## src/rtl/gpio_pair_pkg.sv

```systemverilog
package gpio_pair_pkg;

    parameter int PORT_W = 8;
    parameter int NPORT  = 2;
    parameter int DATA_W = PORT_W * NPORT;
    parameter int REG_AW = 4;
    parameter int VEC_W  = $clog2(2 * PORT_W + 1);

    typedef enum logic [REG_AW-1:0] {
        REG_IN    = 4'd0,
        REG_OUT   = 4'd1,
        REG_DIR   = 4'd2,
        REG_PULL  = 4'd3,
        REG_IE    = 4'd4,
        REG_POL   = 4'd5,
        REG_FLAG  = 4'd6,
        REG_VEC_A = 4'd7,
        REG_VEC_B = 4'd8
    } reg_sel_e;

    // Per-port register file contents
    typedef struct packed {
        logic [PORT_W-1:0] dout;
        logic [PORT_W-1:0] dir;
        logic [PORT_W-1:0] pull;
        logic [PORT_W-1:0] ie;
        logic [PORT_W-1:0] pol;
        logic [PORT_W-1:0] flag;
    } port_regs_t;

    // Per-port command derived from one bus cycle
    typedef struct packed {
        logic              wr_out;
        logic              wr_dir;
        logic              wr_pull;
        logic              wr_ie;
        logic              wr_pol;
        logic              wr_flag;
        logic              rd_vec;
        logic [PORT_W-1:0] data;
    } port_cmd_t;

    // Priority encoder: lowest pending pin wins, code 2*(n+1), 0 if none
    function automatic logic [VEC_W-1:0] vec_encode(input logic [PORT_W-1:0] f);
        logic [VEC_W-1:0] v;
        v = '0;
        for (int i = PORT_W - 1; i >= 0; i--) begin
            if (f[i]) v = VEC_W'(2 * (i + 1));
        end
        return v;
    endfunction

    // Isolate the lowest set bit
    function automatic logic [PORT_W-1:0] lowest_one(input logic [PORT_W-1:0] f);
        return f & (~f + PORT_W'(1));
    endfunction

    function automatic logic [PORT_W-1:0] impl_mask(input int pins);
        return PORT_W'((64'(1) << pins) - 64'(1));
    endfunction

endpackage

```

## src/rtl/gpio_sync.sv

```systemverilog
module gpio_sync #(
    parameter int W = 8
) (
    input  logic         clk,
    input  logic         rst,
    input  logic [W-1:0] d,
    output logic [W-1:0] q
);
    logic [W-1:0] meta_q;
    logic [W-1:0] stab_q;

    always_ff @(posedge clk) begin
        if (rst) begin
            meta_q <= '0;
            stab_q <= '0;
        end else begin
            meta_q <= d;
            stab_q <= meta_q;
        end
    end

    assign q = stab_q;
endmodule

```

## src/rtl/gpio_regdec.sv

```systemverilog
module gpio_regdec
    import gpio_pair_pkg::*;
(
    input  logic [REG_AW-1:0]            addr,
    input  logic                         we,
    input  logic                         re,
    input  logic [NPORT-1:0]             strb,
    input  logic [DATA_W-1:0]            wdata,
    output port_cmd_t [NPORT-1:0]        cmd
);
    reg_sel_e sel;
    assign sel = reg_sel_e'(addr);

    for (genvar g = 0; g < NPORT; g++) begin : g_lane
        logic lane_we;
        assign lane_we = we && strb[g];

        always_comb begin
            cmd[g].data    = wdata[g*PORT_W +: PORT_W];
            cmd[g].wr_out  = lane_we && (sel == REG_OUT);
            cmd[g].wr_dir  = lane_we && (sel == REG_DIR);
            cmd[g].wr_pull = lane_we && (sel == REG_PULL);
            cmd[g].wr_ie   = lane_we && (sel == REG_IE);
            cmd[g].wr_pol  = lane_we && (sel == REG_POL);
            cmd[g].wr_flag = lane_we && (sel == REG_FLAG);
            cmd[g].rd_vec  = re && (sel == ((g == 0) ? REG_VEC_A : REG_VEC_B));
        end
    end
endmodule

```

## src/rtl/gpio_port.sv

```systemverilog
module gpio_port
    import gpio_pair_pkg::*;
#(
    parameter int PINS = 8
) (
    input  logic              clk,
    input  logic              rst,
    input  port_cmd_t         cmd,
    input  logic [PORT_W-1:0] pin_i,
    output logic [PORT_W-1:0] pin_o,
    output logic [PORT_W-1:0] pin_oe,
    output port_regs_t        regs,
    output logic [PORT_W-1:0] level,
    output logic [VEC_W-1:0]  vec,
    output logic              irq
);
    localparam logic [PORT_W-1:0] IMPL = impl_mask(PINS);

    port_regs_t        r_q;
    logic [PORT_W-1:0] prev_q;
    logic [PORT_W-1:0] lvl;
    logic [PORT_W-1:0] rise;
    logic [PORT_W-1:0] fall;
    logic [PORT_W-1:0] hit;
    logic [PORT_W-1:0] ack;
    logic [PORT_W-1:0] flag_base;
    logic [PORT_W-1:0] wmask_data;

    gpio_sync #(.W(PORT_W)) u_sync (
        .clk (clk),
        .rst (rst),
        .d   (pin_i & IMPL),
        .q   (lvl)
    );

    always_ff @(posedge clk) begin
        if (rst) prev_q <= '0;
        else     prev_q <= lvl;
    end

    assign rise = lvl & ~prev_q;
    assign fall = ~lvl & prev_q;
    assign hit  = ((rise & ~r_q.pol) | (fall & r_q.pol)) & IMPL;

    assign vec        = vec_encode(r_q.flag);
    assign ack        = cmd.rd_vec ? lowest_one(r_q.flag) : '0;
    assign wmask_data = cmd.data & IMPL;
    assign flag_base  = cmd.wr_flag ? wmask_data : r_q.flag;

    always_ff @(posedge clk) begin
        if (rst) begin
            r_q <= '0;
        end else begin
            if (cmd.wr_out)  r_q.dout <= wmask_data;
            if (cmd.wr_dir)  r_q.dir  <= wmask_data;
            if (cmd.wr_pull) r_q.pull <= wmask_data;
            if (cmd.wr_ie)   r_q.ie   <= wmask_data;
            if (cmd.wr_pol)  r_q.pol  <= wmask_data;
            r_q.flag <= ((flag_base & ~ack) | hit) & IMPL;
        end
    end

    assign pin_o  = r_q.dout;
    assign pin_oe = r_q.dir;
    assign regs   = r_q;
    assign level  = lvl;
    assign irq    = |(r_q.flag & r_q.ie);
endmodule

```

## src/rtl/gpio_pair_top.sv

```systemverilog
module gpio_pair_top
    import gpio_pair_pkg::*;
#(
    parameter int LO_PINS = 8,
    parameter int HI_PINS = 6
) (
    input  logic                 clk,
    input  logic                 rst,
    input  logic [REG_AW-1:0]    addr,
    input  logic [DATA_W-1:0]    wdata,
    input  logic [NPORT-1:0]     strb,
    input  logic                 we,
    input  logic                 re,
    output logic [DATA_W-1:0]    rdata,
    input  logic [DATA_W-1:0]    pin_i,
    output logic [DATA_W-1:0]    pin_o,
    output logic [DATA_W-1:0]    pin_oe,
    output logic                 irq_a,
    output logic                 irq_b
);
    port_cmd_t  [NPORT-1:0]             cmd;
    port_regs_t [NPORT-1:0]             regs_q;
    logic       [NPORT-1:0][PORT_W-1:0] lvl_q;
    logic       [NPORT-1:0][VEC_W-1:0]  vec_q;
    logic       [NPORT-1:0]             irq_q;

    gpio_regdec u_dec (
        .addr  (addr),
        .we    (we),
        .re    (re),
        .strb  (strb),
        .wdata (wdata),
        .cmd   (cmd)
    );

    for (genvar g = 0; g < NPORT; g++) begin : g_port
        gpio_port #(.PINS((g == 0) ? LO_PINS : HI_PINS)) u_port (
            .clk    (clk),
            .rst    (rst),
            .cmd    (cmd[g]),
            .pin_i  (pin_i[g*PORT_W +: PORT_W]),
            .pin_o  (pin_o[g*PORT_W +: PORT_W]),
            .pin_oe (pin_oe[g*PORT_W +: PORT_W]),
            .regs   (regs_q[g]),
            .level  (lvl_q[g]),
            .vec    (vec_q[g]),
            .irq    (irq_q[g])
        );
    end

    always_comb begin
        rdata = '0;
        case (reg_sel_e'(addr))
            REG_IN:    for (int g = 0; g < NPORT; g++) rdata[g*PORT_W +: PORT_W] = lvl_q[g];
            REG_OUT:   for (int g = 0; g < NPORT; g++) rdata[g*PORT_W +: PORT_W] = regs_q[g].dout;
            REG_DIR:   for (int g = 0; g < NPORT; g++) rdata[g*PORT_W +: PORT_W] = regs_q[g].dir;
            REG_PULL:  for (int g = 0; g < NPORT; g++) rdata[g*PORT_W +: PORT_W] = regs_q[g].pull;
            REG_IE:    for (int g = 0; g < NPORT; g++) rdata[g*PORT_W +: PORT_W] = regs_q[g].ie;
            REG_POL:   for (int g = 0; g < NPORT; g++) rdata[g*PORT_W +: PORT_W] = regs_q[g].pol;
            REG_FLAG:  for (int g = 0; g < NPORT; g++) rdata[g*PORT_W +: PORT_W] = regs_q[g].flag;
            REG_VEC_A: rdata = DATA_W'(vec_q[0]);
            REG_VEC_B: rdata = DATA_W'(vec_q[1]);
            default:   rdata = '0;
        endcase
    end

    assign irq_a = irq_q[0];
    assign irq_b = irq_q[1];
endmodule

```

## config.mk

```make
export PLATFORM = sky130hd
export DESIGN_NAME = gpio_pair_top
export DESIGN_NICKNAME = d
export VERILOG_FILES = /design/src/rtl/gpio_pair_pkg.sv /design/src/rtl/gpio_sync.sv /design/src/rtl/gpio_regdec.sv /design/src/rtl/gpio_port.sv /design/src/rtl/gpio_pair_top.sv
export SDC_FILE = /design/constraint.sdc
export NUM_CORES = 1
export LEC_CHECK = 0
export BUFFER_PORTS_ARGS = -buffer_cell sky130_fd_sc_hd__buf_4
export CORE_MARGIN = 2
export CORE_UTILIZATION = 30
export CTS_CLUSTER_SIZE = 30
export DETAILED_ROUTE_END_ITERATION = 12
export MAX_ROUTING_LAYER = met4
export PLACE_DENSITY = 0.45
export SETUP_SLACK_MARGIN = 0.02
export SLEW_MARGIN = 10
export SYNTH_ARGS = -nofsm -noshare
export SYNTH_HDL_FRONTEND = slang
export SYNTH_HIERARCHICAL = 1
export SYNTH_SLANG_ARGS = --single-unit
```

## constraint.sdc

```tcl
create_clock -name clk -period 2.46 [get_ports clk]
set_input_delay 0.246 -clock clk [delete_from_list [all_inputs] [get_ports clk]]
set_output_delay 0.246 -clock clk [all_outputs]
set_load 0.01 [all_outputs]
```

; ---- Yosys cells after proc, flatten, opt, wreduce, memory -nomap -nowiden
; Cells that the tools add are included.
[word_totals]
output_inout_bits = 50
ff_bits = 130
inputBits = 42
elab_cells = 97
[classes]
n_eq_ne = 8
reduce_logical = 19
muxes = 21
bitwise_logic = 28
addsub = 2
[ops]
columns = operator, n
row1 = $pmux 16 s9, 1
row2 = $mux 5, 16
row3 = $and 8x8->8, 7
row4 = $and 6x6->6, 7
row5 = $not 8->8, 5
row6 = $not 6->6, 5
row7 = $eq 4x3->1 const B, 4
row8 = $logic_and 1x1->1, 16
row9 = $mux 8, 2
row10 = $or 8x8->8, 2
row11 = $reduce_or 8->1, 2
row12 = $mux 6, 2
row13 = $or 6x6->6, 2
row14 = $add 8x1->8 const B, 1
row15 = $eq 4x2->1 const B, 2
row16 = $add 6x1->6 const B, 1
row17 = $eq 4x1->1 const B, 1
row18 = $eq 4x4->1 const B, 1
row19 = $logic_not 4->1, 1

; ---- Longest topological paths before layout
[depth]
word_depth = 9
ltp_mapped = 8
depth_no_buf = 7

; ---- Hierarchy
; The synthesis kept the hierarchy.
[modules_own_cells]
columns = module, seq_area_each_um2, area_each_um2, instances, cells_per_inst
row1 = gpio_port at g_port[0].u_port, 1121.1, 2448.6, 1, 245
row2 = gpio_port at g_port[1].u_port, 840.8, 1921.8, 1, 196
row3 = gpio_pair_top, 0.0, 1113.6, 1, 160
row4 = gpio_sync, 320.3, 464.2, 2, 33
row5 = gpio_regdec, 0.0, 267.8, 1, 43

; ---- Least setup slack after synthesis
; No wires, ideal clock.
[synth_timing]
kind = input to register
start = input addr[2]
end = register g_port[1].u_port.r_q, in the netlist g_port[1].u_port/regs[5]
setup_ps = 132
arrival_ps = 1606
stages = 5
setup_slack_ps = 722
required_time_ps = 2328
n_path_buf = 1
cell_sequence = buf_4 > nor4_1 > or4b_4 > o41ai_2 > a31oi_1
[synth_rtl]
columns = item, line
row1 = from (decl), gpio_pair_top.sv:9  ; input logic [REG_AW-1:0] addr,
row2 = to (decl), gpio_port.sv:19  ; port_regs_t r_q;

==> flow_metrics.env <==
export IMPL_run_status="complete, no violations"
export IMPL_clockRootBuffer="clkbuf_16"
export IMPL_first_pass_iters=5
export IMPL_drtIter0Drc=391
export IMPL_layout_core_utilization_pct=35.9
export IMPL_viasPerCell=4.83
export IMPL_min_delay_start="pin_i[2]"
export IMPL_h_tree_depth=4
export IMPL_grt_usage_pct=16.5
export IMPL_p_per_area_nw_per_um2=675
export IMPL_pre_cts_ws_ns=0.265
export IMPL_r2r_start="g_port[1].u_port/regs[0]"
export IMPL_ant_nets=0
export IMPL_grt_max_degree=39
export IMPL_setup_tns_ns=0
export IMPL_crit_type="flop to output pin"
export IMPL_dpl_hpwl_um=13500
export IMPL_drt_wl_total_um=18600
export IMPL_vias=5033
export IMPL_clk_pin_slew_ns=0.06
export IMPL_slew_viol_final=0
export IMPL_drv_cap=0
export IMPL_p_leak_nw=2.92
export IMPL_tritoncts_num_buffers=17
export IMPL_area_growth_syn_to_layout_pct=17.5
export IMPL_gp_congestion=0.896
export IMPL_nets=792
export IMPL_syn_inst=708
export IMPL_tightest_slew_ns=0.714
export IMPL_worst_ep_required_time_ns=2.21
export IMPL_ir_worst_vdd_v=0.000342
export IMPL_num_rows=54
export IMPL_startpoint_type="flop"
export IMPL_setup_ws_ns=0.149
export IMPL_synth_area_um2=6670
export IMPL_postSynthAreaPerCell_um2=9.41
export IMPL_gr_total_overflow=0
export IMPL_cp_max_fo=7
export IMPL_fp_dieW_um=153
export IMPL_grt_pass1_vias=4782
export IMPL_cp_end_kind="output pin"
export IMPL_hp_class="input port to flop"
export IMPL_core_area_um2=21800
export IMPL_rsz0062_at_grt="no"
export IMPL_fp_dieH_um=153
export IMPL_dieArea_um2=23400
export IMPL_layout_drive_gt1_share_pct=26.3
export IMPL_wl_per_cell_um=17.9
export IMPL_clockBufferDepth=2
export IMPL_slew_headroom_pct=52.2
export IMPL_floorplan_initialDensity_pct=30.5
export IMPL_fin_skew_ns=0.00516
export IMPL_clk_latency_ns=0.42
export IMPL_yosys_warnings=6
export IMPL_antenna_found_initial=0
export IMPL_io_pins=92
export IMPL_cts_sinks=130
export IMPL_fmax_mhz=433
export IMPL_fin_crit_sh_pct=94.0
export IMPL_fin_crit_ns=2.31
export IMPL_cp_startpoint="g_port[0].u_port/regs[5]"
export IMPL_grt_first_pass_wirelength_um=28800
export IMPL_post_route_drc_count=0
export IMPL_num_antenna_cells=0
export IMPL_cp_data_arrival_time_ns=2.07
export IMPL_setup_violations=0
export IMPL_portBuffers=83
export IMPL_cts_tree="built"
export IMPL_p_total_w=0.00529
export IMPL_hold_violations=0
[metrics by stage]
step | hold slack [ns] | instance area (um2) | cells
2_1_floorplan | 0.318 | 6740 | 727
3_3_place_gp | 0.423 | 7180 | 1010
3_5_place_dp | 0.422 | 7180 | 1010
4_1_cts | 0.0107 | 7800 | 1042
5_1_grt | 0.0121 | 7830 | 1043
6_report | 0.0359 | 7830 | 1043
[flip-flops by register name, summed over array words and instances, names as in the netlist]
register	cells
g_port.u_port/regs	56
g_port.u_port/pin_o	14
g_port.u_port/prev_q	14
g_port.u_port/pin_oe	14
g_port.u_port/u_sync/meta_q	16
g_port.u_port/u_sync/q	16
[layout by cell type (no fill, tap or decap), types with 4 or more instances in the layout]
| master | instances |
|---|---|
| clkinvlp_4 | 4 |
| mux2i_1 | 92 |
| nor3_1 | 9 |
| a32oi_1 | 5 |
| conb_1 | 21 |
| dfxtp_1 | 125 |
| a31oi_1 | 13 |
| nand2_1 | 8 |
| or3b_2 | 8 |
| buf_4 | 112 |
| nand2b_1 | 10 |
| a22oi_1 | 35 |
| nor3b_1 | 10 |
| nor2b_2 | 14 |
| or3b_1 | 5 |
| clkbuf_16 | 17 |
| nand3_1 | 6 |
| and3b_1 | 5 |
| o221ai_1 | 6 |
| o21ai_0 | 6 |
| nand3b_1 | 13 |
| o22ai_1 | 4 |
| inv_1 | 4 |
| and2b_2 | 12 |
| a21oi_1 | 14 |
| nor2b_1 | 29 |
| mux2_2 | 6 |
| nand4b_1 | 4 |
| nor2_1 | 104 |
[worst max-delay path, stage by stage (launching register included)]
cell and delay, ns:
dfxtp_2 0.41, nand2b_1 0.16, a21oi_1 0.08, nor2_1 0.09, o21bai_1 0.08, a22oi_1 0.20
nor2_1 0.06, or3_1 0.41, buf_4 0.17
[layout make-up]
type / instances / area (um2)
Timing Repair Buffer: 113 / 861
Clock inverter: 14 / 178
Sequential cell: 130 / 2610
Multi-Input combinational cell: 484 / 3370
Clock buffer: 18 / 439
Fill cell: 2257 / 14000
Inverter: 4 / 15.0
Tap cell: 280 / 350
[report_power, final]
group	switching, W	internal [W]
logic	0.000239	0.000197
clock network	0.00100	0.00163
registers	0.0000597	0.00216
total	0.00130	0.00399
[timing repair]
item                       in CTS  in global routing
gates resized for setup         2                  8
buffers inserted                0                  1
cloned                          0                  0
pin swaps                       0                  1
hold buffers                    0                  0
setup endpoints to repair       1                  4
[metal layers]
layer | share of wire [%] | global-route usage, % | wire, um | vias up
li1 | - | - | - | 2507
met1 | 51 | 24.3 | 9580 | 2384
met2 | 43 | 22.4 | 8070 | 133
met3 | 4.5 | 3.60 | 833 | 9
met4 | 0.76 | 4.72 | 142 | 0
met5 | 0 | - | 0 | -
[path summary, 6_finish.rpt]
kind                            cells after the start                                 to  slack, ns
worst max-delay path                                8                           rdata[1]       0.15
worst min-delay path                                2  g_port[0].u_port/u_sync/meta_q[2]       0.04
worst max register to register                      3           g_port[1].u_port/regs[5]       0.99
worst min register to register                      1       g_port[0].u_port/u_sync/q[3]       0.44
(Power assumes the default switching activity.)
